**config.mk**
```make
export PLATFORM = sky130hd
export DESIGN_NAME = slot_tx_mute
export DESIGN_NICKNAME = d
export VERILOG_FILES = /design/src/rtl/stm_pkg.sv /design/src/rtl/stm_slot_timer.sv /design/src/rtl/stm_word_src.sv /design/src/rtl/slot_tx_mute.sv
export SDC_FILE = /design/constraint.sdc
export NUM_CORES = 1
export LEC_CHECK = 0
export BUFFER_PORTS_ARGS = -buffer_cell sky130_fd_sc_hd__buf_2
export CAP_MARGIN = 30
export CELL_PAD_IN_SITES_DETAIL_PLACEMENT = 1
export CELL_PAD_IN_SITES_GLOBAL_PLACEMENT = 1
export CORE_UTILIZATION = 44
export DETAILED_ROUTE_END_ITERATION = 10
export HOLD_SLACK_MARGIN = 0.03
export PLACE_DENSITY = 0.81
export SYNTH_ARGS = -nofsm -noshare
export SYNTH_HDL_FRONTEND = slang
export SYNTH_SLANG_ARGS = --single-unit
```
**constraint.sdc**
```tcl
create_clock -name clk -period 3 [get_ports clk]
set_input_delay 0.15 -clock clk [delete_from_list [all_inputs] [get_ports clk]]
set_output_delay 0.15 -clock clk [all_outputs]
set_load 0.01 [all_outputs]
```
**src/rtl/stm_pkg.sv**
```systemverilog
package stm_pkg;
    // Source chosen for the word of the slot being sent
    typedef enum logic [1:0] {
        SRC_SAMPLE  = 2'd0,
        SRC_HISTORY = 2'd1,
        SRC_ZERO    = 2'd2
    } word_src_e;
endpackage

```
**src/rtl/stm_slot_timer.sv**
```systemverilog
module stm_slot_timer #(
    parameter int NSLOT  = 4,
    parameter int WORD_W = 8,
    localparam int SLOT_W = (NSLOT > 1) ? $clog2(NSLOT) : 1,
    localparam int BIT_W  = (WORD_W > 1) ? $clog2(WORD_W) : 1,
    localparam int CNT_W  = $clog2(NSLOT + 1)
) (
    input  logic              clk,
    input  logic              rst_n,
    input  logic              run,
    input  logic              tick,
    input  logic              fs_tick,
    input  logic [CNT_W-1:0]  slot_count,
    output logic              cur_valid,
    output logic [SLOT_W-1:0] cur_slot,
    output logic [BIT_W-1:0]  cur_bit
);
    localparam logic [BIT_W-1:0] LAST_BIT = BIT_W'(WORD_W - 1);

    typedef struct packed {
        logic              valid;
        logic [SLOT_W-1:0] slot;
        logic [BIT_W-1:0]  bitn;
    } pos_t;

    pos_t pos_q, pos_d, cur;

    always_comb begin
        // position served by the present tick
        cur = pos_q;
        if (fs_tick) begin
            cur.valid = 1'b1;
            cur.slot  = '0;
            cur.bitn  = '0;
        end
        pos_d = pos_q;
        if (!run) begin
            pos_d = '0;
        end else if (tick) begin
            pos_d = cur;
            if (cur.valid) begin
                if (cur.bitn == LAST_BIT) begin
                    pos_d.bitn = '0;
                    if ((CNT_W'(cur.slot) + CNT_W'(1)) >= slot_count) begin
                        pos_d.valid = 1'b0;
                    end else begin
                        pos_d.slot = cur.slot + SLOT_W'(1);
                    end
                end else begin
                    pos_d.bitn = cur.bitn + BIT_W'(1);
                end
            end
        end
    end

    always_ff @(posedge clk or negedge rst_n) begin
        if (!rst_n) pos_q <= '0;
        else        pos_q <= pos_d;
    end

    assign cur_valid = cur.valid;
    assign cur_slot  = cur.slot;
    assign cur_bit   = cur.bitn;
endmodule

```
**src/rtl/stm_word_src.sv**
```systemverilog
module stm_word_src (
    input  logic                   muted,
    input  logic                   repeat_en,
    input  logic                   many_slots,
    input  logic                   active,
    output stm_pkg::word_src_e     src
);
    import stm_pkg::*;

    always_comb begin
        if (!active)                       src = SRC_ZERO;
        else if (!muted)                   src = SRC_SAMPLE;
        else if (many_slots || !repeat_en) src = SRC_ZERO;
        else                               src = SRC_HISTORY;
    end
endmodule

```
**src/rtl/slot_tx_mute.sv**
```systemverilog
module slot_tx_mute #(
    parameter int NSLOT  = 4,
    parameter int WORD_W = 8,
    localparam int SLOT_W = (NSLOT > 1) ? $clog2(NSLOT) : 1,
    localparam int BIT_W  = (WORD_W > 1) ? $clog2(WORD_W) : 1,
    localparam int CNT_W  = $clog2(NSLOT + 1)
) (
    input  logic                      clk,
    input  logic                      rst_n,
    input  logic                      enable,
    input  logic                      tx_mode,
    input  logic                      frame_start,
    input  logic                      bit_tick,
    input  logic [CNT_W-1:0]          slot_count,
    input  logic [NSLOT-1:0]          slot_active,
    input  logic [NSLOT*WORD_W-1:0]   sample_words,
    input  logic                      mute_req,
    input  logic                      mute_repeat,
    input  logic                      hiz_en,
    output logic                      sd_out,
    output logic                      sd_oe
);
    import stm_pkg::*;

    // largest slot count for which muted slots may replay old words
    localparam logic [CNT_W-1:0] REPLAY_MAX = CNT_W'(2);

    typedef struct packed {
        logic                          cfg_tx;
        logic                          cfg_hiz;
        logic                          cfg_rep;
        logic [CNT_W-1:0]              cfg_cnt;
        logic                          mute;
        logic [NSLOT-1:0][WORD_W-1:0]  hist;
        logic [WORD_W-1:0]             sh;
        logic                          sd;
        logic                          oe;
    } st_t;

    st_t st_q, st_d;

    logic [WORD_W-1:0] samp [NSLOT];
    logic              tick, fs_tick, mute_now, cur_act, many_slots;
    logic              cur_valid;
    logic [SLOT_W-1:0] cur_slot;
    logic [BIT_W-1:0]  cur_bit;
    logic [CNT_W-1:0]  cnt_clamped;
    logic [WORD_W-1:0] word;
    word_src_e         src;

    for (genvar s = 0; s < NSLOT; s++) begin : g_samp
        assign samp[s] = sample_words[s*WORD_W +: WORD_W];
    end

    assign tick       = enable & bit_tick;
    assign fs_tick    = tick & frame_start;
    assign mute_now   = fs_tick ? mute_req : st_q.mute;
    assign cur_act    = cur_valid & slot_active[cur_slot];
    assign many_slots = st_q.cfg_cnt > REPLAY_MAX;

    // out-of-range slot counts fold into 1..NSLOT
    always_comb begin
        if (slot_count == '0)                  cnt_clamped = CNT_W'(1);
        else if (slot_count > CNT_W'(NSLOT))   cnt_clamped = CNT_W'(NSLOT);
        else                                   cnt_clamped = slot_count;
    end

    stm_slot_timer #(.NSLOT(NSLOT), .WORD_W(WORD_W)) u_timer (
        .clk        (clk),
        .rst_n      (rst_n),
        .run        (enable),
        .tick       (tick),
        .fs_tick    (fs_tick),
        .slot_count (st_q.cfg_cnt),
        .cur_valid  (cur_valid),
        .cur_slot   (cur_slot),
        .cur_bit    (cur_bit)
    );

    stm_word_src u_src (
        .muted      (mute_now),
        .repeat_en  (st_q.cfg_rep),
        .many_slots (many_slots),
        .active     (cur_act),
        .src        (src)
    );

    always_comb begin
        case (src)
            SRC_SAMPLE:  word = samp[cur_slot];
            SRC_HISTORY: word = st_q.hist[cur_slot];
            default:     word = '0;
        endcase
    end

    always_comb begin
        st_d = st_q;
        if (!enable) begin
            st_d.cfg_tx  = tx_mode;
            st_d.cfg_hiz = hiz_en;
            st_d.cfg_rep = mute_repeat;
            st_d.cfg_cnt = cnt_clamped;
            st_d.mute    = 1'b0;
            st_d.hist    = '0;
            st_d.sh      = '0;
            st_d.sd      = 1'b0;
            st_d.oe      = 1'b0;
        end else if (tick) begin
            st_d.mute = mute_now;
            if (cur_valid) begin
                if (cur_bit == '0) begin
                    st_d.sd = word[WORD_W-1];
                    st_d.sh = word << 1;
                    if (src == SRC_SAMPLE) st_d.hist[cur_slot] = samp[cur_slot];
                end else begin
                    st_d.sd = st_q.sh[WORD_W-1];
                    st_d.sh = st_q.sh << 1;
                end
                st_d.oe = st_q.cfg_tx & (st_q.cfg_hiz ? cur_act : 1'b1);
            end else begin
                st_d.sd = 1'b0;
                st_d.oe = st_q.cfg_tx & ~st_q.cfg_hiz;
            end
            st_d.sd = st_d.sd & st_q.cfg_tx;
        end
    end

    always_ff @(posedge clk or negedge rst_n) begin
        if (!rst_n) begin
            st_q         <= '0;
            st_q.cfg_cnt <= CNT_W'(1);
        end else begin
            st_q <= st_d;
        end
    end

    assign sd_out = st_q.sd;
    assign sd_oe  = st_q.oe;

    // signals brought out for the bound checker
    logic chk_tx, chk_hiz, chk_rep, chk_many, chk_mute_now;
    assign chk_tx       = st_q.cfg_tx;
    assign chk_hiz      = st_q.cfg_hiz;
    assign chk_rep      = st_q.cfg_rep;
    assign chk_many     = many_slots;
    assign chk_mute_now = mute_now;
endmodule

```
==> flow_summary.json <==
{
  "worst-path-max-fanout": 25,
  "fin_tns_setup_ns": 0,
  "ys_seq_area_frac": 0.3912,
  "crit_chain": "nand3_1, inv_1, ha_1, inv_1, o2111ai_1, or4_1, o211ai_1",
  "syn_inst": 378,
  "maxCapViolCount": 0,
  "cp-start-kind": "flip-flop",
  "die-area_sq_mm": 0.008216,
  "p_total_w": 0.001395,
  "synth_area_per_cell_sq_um": 9.146,
  "status": "complete, no violations",
  "crit_family": "simple AND/OR/NAND/NOR gates",
  "cts.clk_slew.worst_paths_ns": 0.11,
  "grt_pass1_vias": 3318,
  "clkLatencyLatePin_ns": 0.32,
  "worst_slew_pin_slew_ns": 0.8242,
  "yosysUniqueCellTypes": 48,
  "async_flop_share": 1.000,
  "slowest_delay_ns": 0.69,
  "syn_to_final_growth_pct": 13.90,
  "ys.flop_type": "dfrtp_1",
  "initial_utilization": 0.4666,
  "portBuffers": 49,
  "drt-total-wl_um": 10670,
  "design_area_sq_mm": 0.003938,
  "die-height_um": 90.64,
  "synth_nets": 432,
  "crit_type": "flip-flop to flip-flop",
  "n_fill_cell": 890,
  "rows": 31,
  "min_period_over_period": 0.8388,
  "dp_hpwl_um": 7641,
  "first_iter_violations": 161,
  "placed_cell_area_sq_mm": 0.003822,
  "cp_num_buf_inv": 2,
  "first_pass_iters": 4,
  "antenna_left": 0,
  "routed_via_density": 6.150,
  "fmax_ghz": 0.3974,
  "cpMostUsedCell": "inv_1",
  "clkSinkCount": 54,
  "end_kind": "flip-flop",
  "remaining_drc_errors": 0,
  "cts_setup_buffers": 0,
  "synth_area_sq_mm": 0.003457,
  "grt.total_usage": 0.2749,
  "hold_class": "input port to flip-flop",
  "clk_path_buf_depth": 2,
  "wire_per_inst_um": 20.47,
  "grt-ovfl-total": 0,
  "power_density_mw_per_mm2": 354.4,
  "post-route-util": 0.5315,
  "n_antenna_cell": 0,
  "die_x_um": 90.64,
  "coreArea_sq_mm": 0.007408,
  "fin_hold_ws_ns": 0.06719,
  "place_congestion": 0.9011,
  "drv_slew": 0,
  "synth_warnings": 0,
  "antenna_found_initial": 0,
  "ys_ff_latch": 54,
  "worst_ep_required_time_ns": 3.24,
  "clock_skew_ns": 0.01292,
  "post_cts_resized": 0,
  "grt_pass1_wl_um": 17730,
  "min_period_ns": 2.516,
  "vias": 3204,
  "rsz0062_at_grt": "no",
  "crit_arrival_ns": 2.75,
  "leakage_nw": 1.858,
  "cp_slowest_cell": "dfrtp_2",
  "io_pins": 50,
  "root_buffer": "clkbuf_8",
  "drive_above_1_share": 0.2180,
  "grt_max_degree": 39,
  "cts_tree": "done",
  "synth_enable_flop_cells": 0,
  "setup_viol": 0,
  "htreeDepth": 2,
  "slew_headroom": 0.4463,
  "ir_drop_mv": 0.1816,
  "nets": 475,
  "finalHoldViolations": 0,
  "numCtsBuffers": 5,
  "hold_buffers": 2
}
-- power breakdown --
| part | switching [W] | internal, W | leakage, nW | total (W) |
|---|---|---|---|---|
| Combinational | 0.000130 | 0.0000770 | 1.07 | 0.000207 |
| Sequential | 0.0000114 | 0.000741 | 0.737 | 0.000752 |
| Clock | 0.000250 | 0.000186 | 0.0472 | 0.000436 |
| Total | 0.000391 | 0.00100 | 1.86 | 0.00140 |
-- worst paths after layout --
path,to,slack [ns],depth (start not counted),start
setup / recovery,u_timer.pos_q[4]$_DFFE_PN0N_,0.48,7,u_timer.pos_q[4]$_DFFE_PN0N_
hold / removal,chk_rep$_DFFE_PN0N_,0.07,2,mute_repeat
setup reg to reg,u_timer.pos_q[4]$_DFFE_PN0N_,0.48,7,u_timer.pos_q[4]$_DFFE_PN0N_
hold reg to reg,st_q[45]$_DFFE_PN0N_,0.51,1,st_q[45]$_DFFE_PN0N_
max in group asynchronous,st_q[26]$_DFFE_PN0P_,1.75,3,rst_n
min in group asynchronous,st_q[42]$_DFFE_PN0N_,0.42,2,rst_n
-- synth_stat cells, types with 6 or more instances --
cell / n / area share
a22oi_1: 6 / 0.013
a31oi_1: 19 / 0.034
a32oi_1: 7 / 0.018
buf_1: 6 / 0.0065
clkbuf_1: 22 / 0.024
dfrtp_1: 53 / 0.38
ha_1: 6 / 0.022
inv_1: 19 / 0.021
mux2i_1: 35 / 0.10
nand2_1: 56 / 0.061
nand2b_1: 13 / 0.024
nand3_1: 7 / 0.010
nand4_1: 7 / 0.013
nor2_1: 15 / 0.016
nor2b_1: 13 / 0.024
nor3b_1: 6 / 0.013
o2111ai_1: 13 / 0.033
o211ai_1: 11 / 0.024
o21ai_0: 19 / 0.028
-- metrics by stage --
stage,setup WS (ns),cells
6_report,0.4837,521
2_1_floorplan,0.4544,378
3_3_place_gp,0.6005,511
5_1_grt,0.3964,521
3_5_place_dp,0.5470,511
4_1_cts,0.5213,521
-- state kept, by name (all words and copies together), names as in the netlist --
register and count:
chk_tx 1, u_timer.pos_q 6, sd_oe 1, sd_out 1, chk_rep 1, chk_hiz 1, st_q 43
-- placed cells by master, fill, tap and decap left out, types with 11 or more instances in the layout --
cell type  netlist  layout
mux2i_1         35      35
buf_2            1      49
nor2_1          15      15
nor2b_1         13      13
o2111ai_1       13      13
nand2b_1        13      13
nand2_1         56      56
a31oi_1         19      19
o21ai_0         19      19
inv_1           19      19
buf_4            1      15
o211ai_1        11      11
dfrtp_1         53      52
-- per-layer routing --
layer	wire [um]	track usage	part of all wire	vias up
li1	-	-	-	1465
met5	0	0	0	-
met1	4714	0.3725	0.44	1630
met4	185	0.07796	0.017	0
met3	525	0.04125	0.049	17
met2	5240	0.4545	0.49	92
-- cells by family after synthesis --
kind of cell / count (synthesis) / share of synthesized area
buffers and inverters: 49 / 0.05465
AND/OR/NAND/NOR: 130 / 0.1972
AO/OA/AOI/OAI: 97 / 0.2117
multiplexers: 41 / 0.1209
adder cells (fa/ha/maj): 6 / 0.02171
flip-flops: 54 / 0.3912
XOR/XNOR: 1 / 0.002534
-- layout make-up --
class | count | area, sq um | share of cell area
clock buffer | 6 | 82.58 | 0.02097
clock inverter | 2 | 12.51 | 0.003178
sequential | 54 | 1354 | 0.3438
inverter | 19 | 71.32 | 0.01811
tap | 99 | 123.9 | 0.03146
timing repair buffer | 66 | 377.9 | 0.09596
multi-input combinational | 275 | 1916 | 0.4865
(Power assumes the default switching activity.)
